**config.mk**
```make
export PLATFORM = sky130hd
export DESIGN_NAME = ctl_shift_drv
export DESIGN_NICKNAME = d
export VERILOG_FILES = /design/src/rtl/ctl_shift_pkg.sv /design/src/rtl/ctl_shadow_reg.sv /design/src/rtl/ctl_hold_timer.sv /design/src/rtl/ctl_frame_seq.sv /design/src/rtl/ctl_shift_drv.sv
export SDC_FILE = /design/constraint.sdc
export NUM_CORES = 1
export LEC_CHECK = 0
export ABC_AREA = 1
export BUFFER_PORTS_ARGS = -buffer_cell sky130_fd_sc_hd__buf_4
export CAP_MARGIN = 20
export CORE_MARGIN = 2
export CORE_UTILIZATION = 50
export CTS_BUF_LIST = sky130_fd_sc_hd__clkbuf_4 sky130_fd_sc_hd__clkbuf_8 sky130_fd_sc_hd__clkbuf_16
export CTS_CLUSTER_DIAMETER = 60
export DETAILED_ROUTE_END_ITERATION = 8
export PLACE_DENSITY = 0.78
export SLEW_MARGIN = 0
export SYNTH_ARGS = -nofsm -noshare
export SYNTH_HDL_FRONTEND = slang
export SYNTH_SLANG_ARGS = --single-unit
```
**constraint.sdc**
```tcl
create_clock -name clk_i -period 1.4 [get_ports clk_i]
set_clock_uncertainty 0.05 [all_clocks]
set_input_delay 0.14 -clock clk_i [delete_from_list [all_inputs] [get_ports clk_i]]
set_output_delay 0.14 -clock clk_i [all_outputs]
set_load 0.1 [all_outputs]
```
**src/rtl/ctl_shift_pkg.sv**
```systemverilog
package ctl_shift_pkg;
  localparam int unsigned CTL_W = 8;

  localparam int unsigned BIT_CLK_INT0 = 0;
  localparam int unsigned BIT_CLK_INT1 = 1;
  localparam int unsigned BIT_DTR0_N   = 2;
  localparam int unsigned BIT_DTR1_N   = 3;
  localparam int unsigned BIT_EXT      = 4;
  localparam int unsigned BIT_AUTO_RST = 5;
  localparam int unsigned BIT_PCIRST_N = 6;
  localparam int unsigned BIT_WC_N     = 7;

  localparam logic [CTL_W-1:0] CTL_INIT =
      CTL_W'((1 << BIT_DTR0_N) | (1 << BIT_DTR1_N) |
             (1 << BIT_PCIRST_N) | (1 << BIT_WC_N));

  // line-change steps of one transfer
  typedef enum logic [3:0] {
    ST_IDLE,
    ST_CLK_LO,
    ST_DAT,
    ST_CLK_HI,
    ST_STB_HI,
    ST_STB_LO,
    ST_PK_CLK_LO,
    ST_PK_DAT_HI,
    ST_PK_CLK_HI
  } step_e;
endpackage

```
**src/rtl/ctl_shadow_reg.sv**
```systemverilog
module ctl_shadow_reg #(
  parameter int unsigned W = 8,
  parameter logic [W-1:0] INIT = '0
) (
  input  logic         clk_i,
  input  logic         rst_ni,
  input  logic [W-1:0] set_i,
  input  logic [W-1:0] clr_i,
  input  logic         wr_en_i,
  input  logic [W-1:0] wr_data_i,
  input  logic         upd_i,
  input  logic         start_i,
  output logic [W-1:0] shadow_o,
  output logic         pend_o
);
  logic [W-1:0] shadow_q, shadow_d;
  logic         pend_q;
  logic         req;

  for (genvar k = 0; k < W; k++) begin : g_bit
    logic base;
    assign base        = wr_en_i ? wr_data_i[k] : shadow_q[k];
    // clear has priority over set
    assign shadow_d[k] = (base | set_i[k]) & ~clr_i[k];
  end

  assign req = wr_en_i | upd_i | (|set_i) | (|clr_i);

  always_ff @(posedge clk_i or negedge rst_ni) begin
    if (!rst_ni) begin
      shadow_q <= INIT;
      pend_q   <= 1'b1;
    end else begin
      shadow_q <= shadow_d;
      if (req)          pend_q <= 1'b1;
      else if (start_i) pend_q <= 1'b0;
    end
  end

  assign shadow_o = shadow_q;
  assign pend_o   = pend_q;
endmodule

```
**src/rtl/ctl_hold_timer.sv**
```systemverilog
module ctl_hold_timer #(
  parameter int unsigned HOLD_CYC = 300
) (
  input  logic clk_i,
  input  logic rst_ni,
  input  logic load_i,
  output logic expired_o
);
  localparam int unsigned CNT_W = (HOLD_CYC > 1) ? $clog2(HOLD_CYC) : 1;
  localparam logic [CNT_W-1:0] RELOAD = CNT_W'(HOLD_CYC - 1);

  logic [CNT_W-1:0] cnt_q;

  always_ff @(posedge clk_i or negedge rst_ni) begin
    if (!rst_ni)             cnt_q <= '0;
    else if (load_i)         cnt_q <= RELOAD;
    else if (cnt_q != '0)    cnt_q <= cnt_q - 1'b1;
  end

  assign expired_o = (cnt_q == '0);
endmodule

```
**src/rtl/ctl_frame_seq.sv**
```systemverilog
module ctl_frame_seq
  import ctl_shift_pkg::*;
#(
  parameter int unsigned W = 8
) (
  input  logic         clk_i,
  input  logic         rst_ni,
  input  logic         pend_i,
  input  logic         grant_i,
  input  logic [W-1:0] data_i,
  input  logic         tick_i,
  output logic         start_o,
  output logic         load_o,
  output logic         scl_o,
  output logic         sda_o,
  output logic         str_o,
  output logic         oe_o,
  output logic         busy_o
);
  localparam int unsigned IDX_W = (W > 1) ? $clog2(W) : 1;
  localparam logic [IDX_W-1:0] IDX_TOP = IDX_W'(W - 1);

  step_e            st_q;
  logic [IDX_W-1:0] idx_q;
  logic [W-1:0]     snap_q;
  logic             scl_q, sda_q, str_q, oe_q;
  logic             start, adv;

  assign start = (st_q == ST_IDLE) && pend_i && grant_i;
  assign adv   = (st_q != ST_IDLE) && tick_i;

  always_ff @(posedge clk_i or negedge rst_ni) begin
    if (!rst_ni) begin
      st_q   <= ST_IDLE;
      idx_q  <= IDX_TOP;
      snap_q <= '0;
      scl_q  <= 1'b1;
      sda_q  <= 1'b1;
      str_q  <= 1'b0;
      oe_q   <= 1'b0;
    end else if (start) begin
      st_q   <= ST_CLK_LO;
      snap_q <= data_i;
      idx_q  <= IDX_TOP;
      scl_q  <= 1'b0;
      oe_q   <= 1'b1;
    end else if (adv) begin
      unique case (st_q)
        ST_CLK_LO: begin
          st_q  <= ST_DAT;
          sda_q <= snap_q[idx_q];
        end
        ST_DAT: begin
          st_q  <= ST_CLK_HI;
          scl_q <= 1'b1;
        end
        ST_CLK_HI: begin
          if (idx_q == '0) begin
            st_q  <= ST_STB_HI;
            str_q <= 1'b1;
          end else begin
            idx_q <= idx_q - 1'b1;
            st_q  <= ST_CLK_LO;
            scl_q <= 1'b0;
          end
        end
        ST_STB_HI: begin
          st_q  <= ST_STB_LO;
          str_q <= 1'b0;
        end
        ST_STB_LO: begin
          st_q  <= ST_PK_CLK_LO;
          scl_q <= 1'b0;
        end
        ST_PK_CLK_LO: begin
          st_q  <= ST_PK_DAT_HI;
          sda_q <= 1'b1;
        end
        ST_PK_DAT_HI: begin
          st_q  <= ST_PK_CLK_HI;
          scl_q <= 1'b1;
        end
        ST_PK_CLK_HI: begin
          st_q <= ST_IDLE;
          oe_q <= 1'b0;
        end
        default: st_q <= ST_IDLE;
      endcase
    end
  end

  assign start_o = start;
  assign load_o  = start | adv;
  assign scl_o   = scl_q;
  assign sda_o   = sda_q;
  assign str_o   = str_q;
  assign oe_o    = oe_q;
  assign busy_o  = (st_q != ST_IDLE);
endmodule

```
**src/rtl/ctl_shift_drv.sv**
```systemverilog
module ctl_shift_drv
  import ctl_shift_pkg::*;
#(
  parameter int unsigned       DATA_W   = CTL_W,
  parameter int unsigned       HOLD_CYC = 300,
  parameter logic [DATA_W-1:0] INIT_VAL = DATA_W'(CTL_INIT)
) (
  input  logic              clk_i,
  input  logic              rst_ni,
  input  logic [DATA_W-1:0] set_i,
  input  logic [DATA_W-1:0] clr_i,
  input  logic              wr_en_i,
  input  logic [DATA_W-1:0] wr_data_i,
  input  logic              upd_i,
  input  logic              grant_i,
  output logic              scl_o,
  output logic              sda_o,
  output logic              str_o,
  output logic              bus_oe_o,
  output logic              busy_o
);
  logic [DATA_W-1:0] shadow;
  logic              pend, start, load, tick;

  ctl_shadow_reg #(.W(DATA_W), .INIT(INIT_VAL)) u_shadow (
    .clk_i     (clk_i),
    .rst_ni    (rst_ni),
    .set_i     (set_i),
    .clr_i     (clr_i),
    .wr_en_i   (wr_en_i),
    .wr_data_i (wr_data_i),
    .upd_i     (upd_i),
    .start_i   (start),
    .shadow_o  (shadow),
    .pend_o    (pend)
  );

  ctl_hold_timer #(.HOLD_CYC(HOLD_CYC)) u_timer (
    .clk_i     (clk_i),
    .rst_ni    (rst_ni),
    .load_i    (load),
    .expired_o (tick)
  );

  ctl_frame_seq #(.W(DATA_W)) u_seq (
    .clk_i   (clk_i),
    .rst_ni  (rst_ni),
    .pend_i  (pend),
    .grant_i (grant_i),
    .data_i  (shadow),
    .tick_i  (tick),
    .start_o (start),
    .load_o  (load),
    .scl_o   (scl_o),
    .sda_o   (sda_o),
    .str_o   (str_o),
    .oe_o    (bus_oe_o),
    .busy_o  (busy_o)
  );
endmodule

```
==> results of run 1 <==
==> synthesized netlist by cell type <==
cell type | instances | area share, %
ha_1 | 3 | 1.8
nand3_2 | 2 | 0.96
o31ai_1 | 1 | 0.36
nand2_1 | 54 | 9.7
a21oi_2 | 1 | 0.42
o21ai_2 | 8 | 3.3
buf_6 | 2 | 1.1
xor2_1 | 3 | 1.3
nor3_1 | 3 | 0.72
xnor2_1 | 1 | 0.42
nor4_1 | 2 | 0.60
nand3_1 | 19 | 4.5
nand2_4 | 2 | 1.1
inv_1 | 44 | 7.9
clkbuf_1 | 1 | 0.18
nor2_2 | 3 | 0.90
nor2_4 | 3 | 1.6
buf_2 | 1 | 0.24
nor2_1 | 25 | 4.5
o21ai_0 | 27 | 6.5
dfstp_2 | 10 | 13
o211ai_1 | 1 | 0.36
dfrtp_1 | 27 | 32
inv_6 | 1 | 0.42
nand3b_1 | 1 | 0.36
nand3_4 | 2 | 1.7
inv_2 | 5 | 0.90
a21oi_1 | 1 | 0.24
nand4_1 | 3 | 0.90
and2_0 | 1 | 0.30
nand2_2 | 7 | 2.1
==> per-stage QoR <==
step                      power (mW)  std cells  TNS, ps
after global routing            2.06        385    -3350
after CTS                       1.99        379     -711
final                           1.97        385    -1380
after detailed placement        1.26        361    -1040
after global placement          1.25        361     -283
after floorplan                 1.16        264     -307
==> final cells by class <==
type                    instances  area [um2]
clock inverters                 3        17.5
fillers                       277        1080
multi-input cells             173        1080
clock buffers                   5        68.8
flip-flops and latches         37         940
repair buffers                 67         571
inverters                      50         210
well taps                      50        62.6
==> sequential cells by signal, summed over array words and instances (netlist names), 3 cells and up <==
register,count
u_seq.idx_q,3
u_seq.snap_q,8
u_seq.st_q,4
u_shadow.shadow_o,8
u_timer.cnt_q,9
==> critical path: stages (launching register included) <==
cell	delay (ps)
dfrtp_1	390
inv_2	90
ha_4	160
nand3_1	110
nor2_2	140
nand3_2	160
nand2_4	160
inv_4	70
nand2_1	70
nand2_1	50
==> path summary, 6_finish.rpt <==
kind,from,to,slack (ps),depth (start not counted)
hold reg to reg,u_seq.sda_o,u_seq.sda_o,420,2
setup reg to reg,u_timer.cnt_q[1],u_seq.st_q[1],-140,9
min in group asynchronous,rst_ni,u_seq.st_q[3],290,2
max in group asynchronous,rst_ni,u_shadow.pend_o,650,2
setup / recovery,u_timer.cnt_q[1],u_seq.st_q[1],-140,9
hold / removal,clr_i[2],u_shadow.shadow_o[2],1,4
==> kinds of logic (layout without fill, tap and decap cells) <==
family / count (synthesis) / in the layout / synth area share (%)
compound gates: 39 / 39 / 11.2
simple gates: 127 / 127 / 29.9
flops: 37 / 37 / 44.8
buf+inv: 54 / 125 / 10.7
xor+xnor: 4 / 4 / 1.67
fa+ha+maj: 3 / 3 / 1.79
==> routing by layer <==
layer / wire (um) / global-route usage, % / vias up
met5: 0 / 0 / -
met4: 144 / 9.07 / 0
met3: 250 / 5.36 / 16
met2: 2500 / 36.8 / 63
met1: 2100 / 29.5 / 923
li1: - / - / 967
==> power by group <==
part           switching [mW]  internal [mW]  total [mW]  leakage (nW)
Clock                   0.395          0.343       0.738        0.0439
Combinational          0.0722         0.0682       0.140          1.02
Sequential            0.00381           1.09        1.10         0.419
Total                   0.471           1.50        1.97          1.48
==> repair_timing <==
action                                 in CTS  in global routing
pin swaps                                   6                 10
cloned                                      1                  1
buffers inserted                            8                  7
endpoints found under the hold margin      27                  0
resized for setup                           9                 36
hold buffers                                1                  0
setup endpoints to repair                  29                 28
==> summary.md, run 1 <==
| Metric | Value |
|---|---|
| Port Buf Inserts | `33` |
| Actual slew at the worst max-slew pin | `between 400 and 500 ps` |
| Vias per cell | `5.11` |
| Most common cell after layout, fill and taps aside | `buf_4` |
| Final worst setup slack | `-144 ps` |
| Starting Density | `52.0%` |
| Total grt overflow | `0` |
| Post-route ant nets | `0` |
| Crit-path max FO | `7` |
| Standby leakage power | `1.48 nW` |
| Final setup vio count | `18` |
| Die Footprint | `between 4000 and 5000 um2` |
| Iter 0 DRT Violations | `134` |
| NumNets Final | `366` |
| Final Cell Area | `roughly 3000 um2` |
| Area after DPL | `2560 um2` |
| Clk buf depth | `2` |
| Vias in the first global route | `around 1800` |
| Core area | `4030 um2` |
| Unrepaired setup endpoints after global routing | `yes` |
| CP arrival | `1680 ps` |
| Fmax | `648 MHz` |
| Worst Path Required | `1540 ps` |
| CTS buffer count | `5` |
| Kind of end point of the critical path | `flip-flop` |
| YS warnings | `0` |
| Max transition margin | `69.0%` |
| Diode count | `0` |
| Num ports | `34` |
| Routed len/inst | `13.0 um` |
| Cell row count | `23` |
| GRT Total Usage | `22.8%` |
| Seq/Total Area, Yosys | `44.8%` |
| Fin crit share | `110%` |
| CP Class | `reg2reg` |
| Final min period | `1540 ps` |
| CTS H-tree depth | `2` |
| Largest net degree at the start of global routing | `38` |
| CTS tree | `done` |
| Post-detail-place hpwl | `3260 um` |
| CP Launch Type | `flip-flop` |
| Commonest cells after routing, fill and taps aside | `59 x buf_4, 45 x nand2_1, 40 x inv_1` |
| Post-layout util | `between 70% and 80%` |
| Netlist Area Pre-Place | `2090 um2` |
| Max IR drop VDD | `0.000701 V` |
| Failing checks | `setup timing` |
| Distinct cells, synth | `31` |
| Synth Instances | `264` |
| Final wirelength | `4990 um` |
| Die H | `roughly 69 um` |
| Status | `finished, violations left` |
| GP Congestion | `0.865` |
| Hold Crit Class | `in2reg` |
| Synthesized flop and latch total | `37` |
| CTS sink count | `37` |
| Skew-Pair Late Insertion Delay | `290 ps` |
| Drt pass-1 iters | `6` |
| Worst slack at placement | `-119 ps` |
| Vias post-DR | `a little under 2000` |
| DRC errors left | `0` |
| Slew Viols, Final | `0` |
| Chip Width | `68.7 um` |
| Avg Inst Size Synth | `around 7.9 um2` |
| Pwr dens | `669 nW/um2` |
| Synth-to-Final Area Change | `40.9%` |
| First-pass GRT wire length | `8010 um` |
| Antenna violations before repair | `0` |
| Ratio of cells with drive above 1 in the final layout | `a little over two fifths` |
| Root Driver | `clkbuf_8` |
| Max-cap violation count | `0` |
| Min Hold Slack | `1.01 ps` |
| Syn Nets | `296` |
| Fin. Hold Viols | `0` |
| Clk pin slew, worst setup/hold paths | `80 ps` |
(Power assumes the default switching activity.)
==> inputs of run 2 (changes only) <==
Settings changed: CORE_UTILIZATION 50 to 51, PLACE_DENSITY 0.78 to 0.79, SYNTH_HIERARCHICAL from default to 1.
==> run 2 against run 1 <==
The run still ends with setup timing left; synthesized cell count grew 5.7%; fmax is 2.0% higher; global-route usage is 0.77 points lower; final cell count grew 4.4%; sequential cell count unchanged; utilization is 0.41 points higher; non-clock buffer count unchanged; critical path depth is 1 higher; combinational power hardly changed; critical endpoint is now u_seq/idx_q[1].
==> summary.md, run 2 <==
| Metric | Value |
|---|---|
| Status | `finished, violations left` |
| Failing checks | `setup timing` |
| Port Buf Inserts | `33` |
| Max FFs per register | `9` |
| Seq/Total Area, Yosys | `43.3%` |
| Vias in the first global route | `2008` |
| Sw frac | `20.4%` |
| Post-detail-place hpwl | `3460 um` |
| Crit-path max FO | `7` |
| # fillers | `313` |
| Post-route ant nets | `0` |
| FF+latch area | `940 um2` |
| NumNets Final | `383` |
| Starting Density | `53.5%` |
| Gate power share | `6.4%` |
| Synth Instances | `279` |
| Synthesized flop and latch total | `37` |
| Vias per cell | `5.16` |
| Reg2reg path depth | `10` |
| First-pass GRT wire length | `~8600 um` |
| Antenna violations before repair | `0` |
| Slew Viols, Final | `0` |
| Total grt overflow | `0` |
| Die Footprint | `between 4000 and 5000 um2` |
| Pwr dens | `743 nW/um2` |
| CTS H-tree depth | `2` |
| Commonest cells in the synthesized netlist | `77 x nand2_1, 42 x inv_1, 31 x nand3_1` |
| Actual slew at the worst max-slew pin | `roughly 460 ps` |
| Ratio of cells with drive above 1 in the final layout | `38.4%` |
| Largest register by flop count | `u_timer/cnt_q` |
| Final setup vio count | `20` |
| Vias post-DR | `2076` |
| Fin crit share | `108%` |
| Largest net degree at the start of global routing | `38` |
| Drt pass-1 iters | `4` |
| Top cell type's share of synthesized area | `31.1%` |
| DRC errors left | `0` |
| Core area | `4060 um2` |
| Fin. Hold Viols | `0` |
| Internal | `1.77 mW` |
| Kind of end point of the critical path | `flip-flop` |
| Most common cell after layout, fill and taps aside | `nand2_1` |
| GRT Total Usage | `22.0%` |
| Worst Path Required | `1560 ps` |
| Final wirelength | `4990 um` |
| Cell row count | `23` |
| Max-cap violation count | `0` |
| Share of flip-flops with an asynchronous set or reset | `100%` |
| Synth Flop Type | `dfrtp_1` |
| CTS buffer count | `5` |
| Hold Crit Class | `in2reg` |
| Distinct cells, synth | `29` |
| Hold depth | `3` |
| Final min period | `1510 ps` |
| Max IR drop VDD | `0.000576 V` |
| Syn Nets | `311` |
| Diode count | `0` |
| Skew-Pair Late Insertion Delay | `between 200 and 300 ps` |
| CTS tree | `done` |
| Root Driver | `clkbuf_8` |
| Min Hold Slack | `14.4 ps` |
| Num ports | `34` |
| Fmax | `660 MHz` |
| Routed len/inst | `12.4 um` |
| YS warnings | `6` |
| Avg Inst Size Synth | `around 7.8 um2` |
| Switching pwr | `0.454 mW` |
| Die H | `approximately 69 um` |
| Synth-to-Final Area Change | `37.7%` |
| EDFF count, synth | `0` |
| Clk buf depth | `2` |
| Chip Width | `69.2 um` |
| Top-count cell post-synth | `nand2_1` |
| CP Class | `reg2reg` |
| Final worst setup slack | `-115 ps` |
| Commonest cells after routing, fill and taps aside | `75 x nand2_1, 62 x buf_4, 36 x inv_1` |
| Clock network fraction of total power | `44.0%` |
| CP arrival | `about 1700 ps` |
| Unrepaired setup endpoints after global routing | `yes` |
| Max transition margin | `69.1%` |
| Part of the power in registers | `slightly below 50%` |
| Post-layout util | `73.6%` |
| Synth area leader | `dfrtp_1` |
| CTS sink count | `37` |
| Iter 0 DRT Violations | `142` |
| Synth top area cells | `dfrtp_1 31%, nand2_1 13%, dfstp_2 12%, inv_1 7.3%, nand3_1 7.2%` |
| GP Congestion | `0.942` |
| Area of the multi-input gates | `1130 um2` |
| Netlist Area Pre-Place | `2170 um2` |
| TNS Setup | `-1120 ps` |
| Standby leakage power | `1.60 nW` |
| CP Launch Type | `flip-flop` |
| Clk pin slew, worst setup/hold paths | `~80 ps` |
==> run 2: cell types whose count changed in the layout (fill, tap and decap cells not counted), moves of 4 or more <==
cell / delta
nand2_4: -7
nand2_1: +30
nand3_1: +8
o21bai_1: +6
o21ai_0: -17
nor2_2: -5
nor2_1: +7
inv_1: -4
==> run 2: area by class of cell <==
class	count	share of cell area (%)
tap	50	2.09
timing repair buffer	67	18.0
inverter	47	6.66
sequential	37	31.4
clock buffer	7	3.02
multi-input combinational	193	37.8
clock inverter	1	1.01
==> run 2: repair_timing <==
| action | in CTS | in global routing |
|---|---|---|
| buffers inserted | 2 | 3 |
| hold endpoints to repair | 28 | 0 |
| gates resized for setup | 10 | 7 |
| hold buffers | 2 | 0 |
| gates cloned | 0 | 0 |
| pin swaps | 8 | 5 |
| setup endpoints to repair | 14 | 22 |
==> run 2: worst paths after layout <==
kind | start | endpoint | slack, ps
max in group asynchronous | rst_ni | u_shadow/pend_o | 650
worst max-delay path | u_timer/cnt_q[7] | u_seq/idx_q[1] | -110
min in group asynchronous | rst_ni | u_timer/cnt_q[2] | 300
worst min-delay path | clr_i[3] | u_shadow/shadow_o[3] | 10
worst max register to register | u_timer/cnt_q[7] | u_seq/idx_q[1] | -110
worst min register to register | u_shadow/shadow_o[2] | u_shadow/shadow_o[2] | 430
==> run 2: metal layers <==
| metal | up-vias | track usage [%] | part of all wire, % |
|---|---|---|---|
| li1 | 1015 | - | - |
| met1 | 971 | 27.0 | 42 |
| met2 | 80 | 37.4 | 50 |
| met3 | 10 | 5.38 | 6.2 |
| met4 | 0 | 8.28 | 1.5 |
| met5 | - | 0 | 0 |
==> run 2: cell families (layout without fill, tap and decap cells) <==
logic type | after synthesis | after routing | share of synthesized area (%)
buf+inv | 49 | 122 | 9.57
simple gates | 161 | 161 | 35.8
fa+ha+maj | 3 | 3 | 1.73
compound gates | 29 | 29 | 9.63
flops | 37 | 37 | 43.3
==> run 2: stage by stage <==
step           std cells  power, mW  cell area, um2  worst slack (ps)
2_1_floorplan        279       1.17            2240              -109
3_3_place_gp         387       1.26            2750             -32.5
3_5_place_dp         387       1.26            2750             -44.9
4_1_cts              399       2.23            2940             -33.6
5_1_grt              402       2.30            2990              -163
6_report             402       2.22            2990              -115
==> run 2: power by group through the flow <==
stage | registers, mW | logic [mW] | clock network (mW)
after global placement | 1.12 | 0.136 | 0
final | 1.10 | 0.142 | 0.977
after CTS | 1.10 | 0.145 | 0.987
after global routing | 1.10 | 0.161 | 1.04
after detailed placement | 1.12 | 0.141 | 0
after floorplan | 1.12 | 0.0494 | 0
==> run 2: critical path, cell delays in order (launching register included) <==
cell	delay [ps]
dfrtp_1	390
nor2_1	180
nand2_2	120
nor2_8	140
nand2_4	70
inv_6	80
nand2_8	80
inv_6	80
nand2_2	70
nand2_1	90
o211ai_2	80
==> inputs of run 3 (changes only) <==
==> constraint.sdc (replaced) <==
create_clock -name clk_i -period 1.4 [get_ports clk_i]
set_clock_uncertainty 0.05 [all_clocks]
set_input_delay 0 -clock clk_i [delete_from_list [all_inputs] [get_ports clk_i]]
set_output_delay 0 -clock clk_i [all_outputs]
set_load 0.1 [all_outputs]
==> run 3 against run 2 <==
Critical endpoint unchanged; register-to-register slack about the same; the flow finishes with violations (hold timing, setup timing); combinational power rose by 45%; via count is 5.2% higher; utilization rose by 5.8 points; global-route usage grew 2.2 points; highest routed layer unchanged.
==> summary.md, run 3 (same netlist as run 2, synthesis figures left out) <==
| Metric | Value |
|---|---|
| Routed len/inst | `13.0 um` |
| Min Hold Slack | `-8.94 ps` |
| Final Cell Area | `between 3000 and 4000 um2` |
| Setup crit end | `u_seq/idx_q[1]` |
| Area after DPL | `2750 um2` |
| CTS H-tree depth | `2` |
| Worst r2r src | `u_timer/cnt_q[7]` |
| Fmax | `662 MHz` |
| Final wirelength | `5540 um` |
| Fin. Hold Viols | `1` |
| Vias per cell | `5.14` |
| Largest register by flop count | `u_timer/cnt_q` |
| GP Congestion | `0.942` |
| Num ports | `34` |
| Pwr Total | `between 2 and 2.5 mW` |
| Failing checks | `hold timing, setup timing` |
| Total grt overflow | `0` |
| FF-to-FF setup slack | `-110 ps` |
| Clk buf depth | `2` |
| Hold Crit Class | `in2reg` |
| Starting Density | `53.5%` |
| Max IR drop VDD | `0.000582 V` |
| Crit-path max FO | `7` |
| Post-detail-place hpwl | `around 3500 um` |
| Pwr dens | `710 nW/um2` |
| Slowest-stage cell, CP | `dfrtp_1` |
| Iter 0 DRT Violations | `between 200 and 250` |
| Root Driver | `clkbuf_8` |
| Post-route ant nets | `0` |
| Crit Reg-Reg Endpoint | `u_seq/idx_q[1]` |
| Status | `finished, violations left` |
| Port Buf Inserts | `33` |
| Crit path launch | `u_timer/cnt_q[7]` |
| Unrepaired setup endpoints after global routing | `yes` |
| Synth-to-Final Area Change | `48.6%` |
| CTS buffer count | `5` |
| Slew Viols, Final | `0` |
| Skew-Pair Late Insertion Delay | `290 ps` |
| NumNets Final | `406` |
| Most common cell after layout, fill and taps aside | `nand2_1` |
| Max transition margin | `between 60 and 70%` |
| DRC errors left | `0` |
| Largest net degree at the start of global routing | `38` |
| TNS Setup | `-1020 ps` |
| Antenna violations before repair | `0` |
| CTS tree | `done` |
| Worst Path Required | `~1600 ps` |
| CTS sink count | `37` |
| Actual slew at the worst max-slew pin | `about 470 ps` |
| Max-cap violation count | `0` |
| Core area | `4060 um2` |
| Crit-path cells | `nor2_1 -> nand2_2 -> nor2_8 -> nand2_4 -> inv_6 -> nand2_8 -> inv_6 -> nand2_2 -> nand2_1 -> o211ai_2` |
| CP Depth | `10` |
| Max incr delay on CP | `390 ps` |
| # fillers | `273` |
| Commonest cells after routing, fill and taps aside | `75 x nand2_1, 63 x buf_4, 36 x inv_1` |
| CP Launch Type | `flip-flop` |
| Top delay family on crit path | `simple AND/OR/NAND/NOR gates` |
| Worst slack at placement | `-44.9 ps` |
| Die H | `69.2 um` |
| Final min period | `roughly 1500 ps` |
| Diode count | `0` |
| Standby leakage power | `~1.7 nW` |
| Final setup vio count | `19` |
| CP Class | `reg2reg` |
| Vias in the first global route | `2218` |
| Vias post-DR | `2183` |
| Drt pass-1 iters | `4` |
| Chip Width | `69.2 um` |
| Max FFs per register | `9` |
| CP arrival | `between 1500 and 2000 ps` |
| Buffers & Inverters on Critical Path | `2` |
| First-pass GRT wire length | `around 9400 um` |
| Clk pin slew, worst setup/hold paths | `roughly 80 ps` |
| Reg2reg path depth | `10` |
| Cell row count | `23` |
| Ratio of cells with drive above 1 in the final layout | `a little under two fifths` |
| GRT Total Usage | `24.2%` |
| Kind of end point of the critical path | `flip-flop` |
| Die Footprint | `4790 um2` |
| Fin crit share | `108%` |
| Final worst setup slack | `-110 ps` |
## run 3: metrics by stage
stage	instances	utilization, %
detailed placement	387	67.7
global placement	387	67.7
finish	425	79.5
floorplan	279	-
CTS	421	77.9
global route	425	79.5
## run 3: how the worst min path moves through the flow
stage	from	to	slack (ps)	cells after the start
finish	wr_data_i[5]	u_shadow/shadow_o[5]	-9	5
detailed placement	rst_ni	u_timer/cnt_q[2]	-60	1
CTS	clr_i[1]	u_shadow/pend_o	10	4
floorplan	rst_ni	u_seq/oe_o	-350	0
global placement	rst_ni	u_timer/cnt_q[2]	-70	1
global route	wr_data_i[5]	u_shadow/shadow_o[5]	10	5
## run 3: tightest hold or removal path: stages
cell and delay (ps):
buf_4 80, nand2_1 40, nand2_1 70, o21bai_1 60
inv_1 40
## run 3: where the power goes
part           switching [mW]  total, mW  internal (mW)
clock network           0.383      0.983          0.600
logic                  0.0867      0.206          0.119
registers             0.00979       1.10           1.09
total                   0.479       2.29           1.81
## run 3: what timing repair did
action	CTS	global route
pin swaps	7	6
cloned	0	0
buffers inserted	2	4
hold endpoints to repair	46	2
setup endpoints to repair	13	26
hold buffers	24	3
gates resized for setup	9	11
## run 3: metal layers
layer | share of wire (%) | global-route usage [%]
met5 | 0 | 0
met4 | 1.7 | 8.28
met3 | 5.1 | 5.52
met2 | 53 | 43.8
met1 | 40 | 28.0
## run 3: cell type report
cell class | count | area, um2 | share of cell area [%]
clock buffer | 7 | 90.1 | 2.79
clock inverter | 1 | 30.0 | 0.931
inverter | 47 | 199 | 6.17
multi-input combinational | 193 | 1140 | 35.3
sequential | 37 | 940 | 29.1
tap | 50 | 62.6 | 1.94
timing repair buffer | 90 | 764 | 23.7
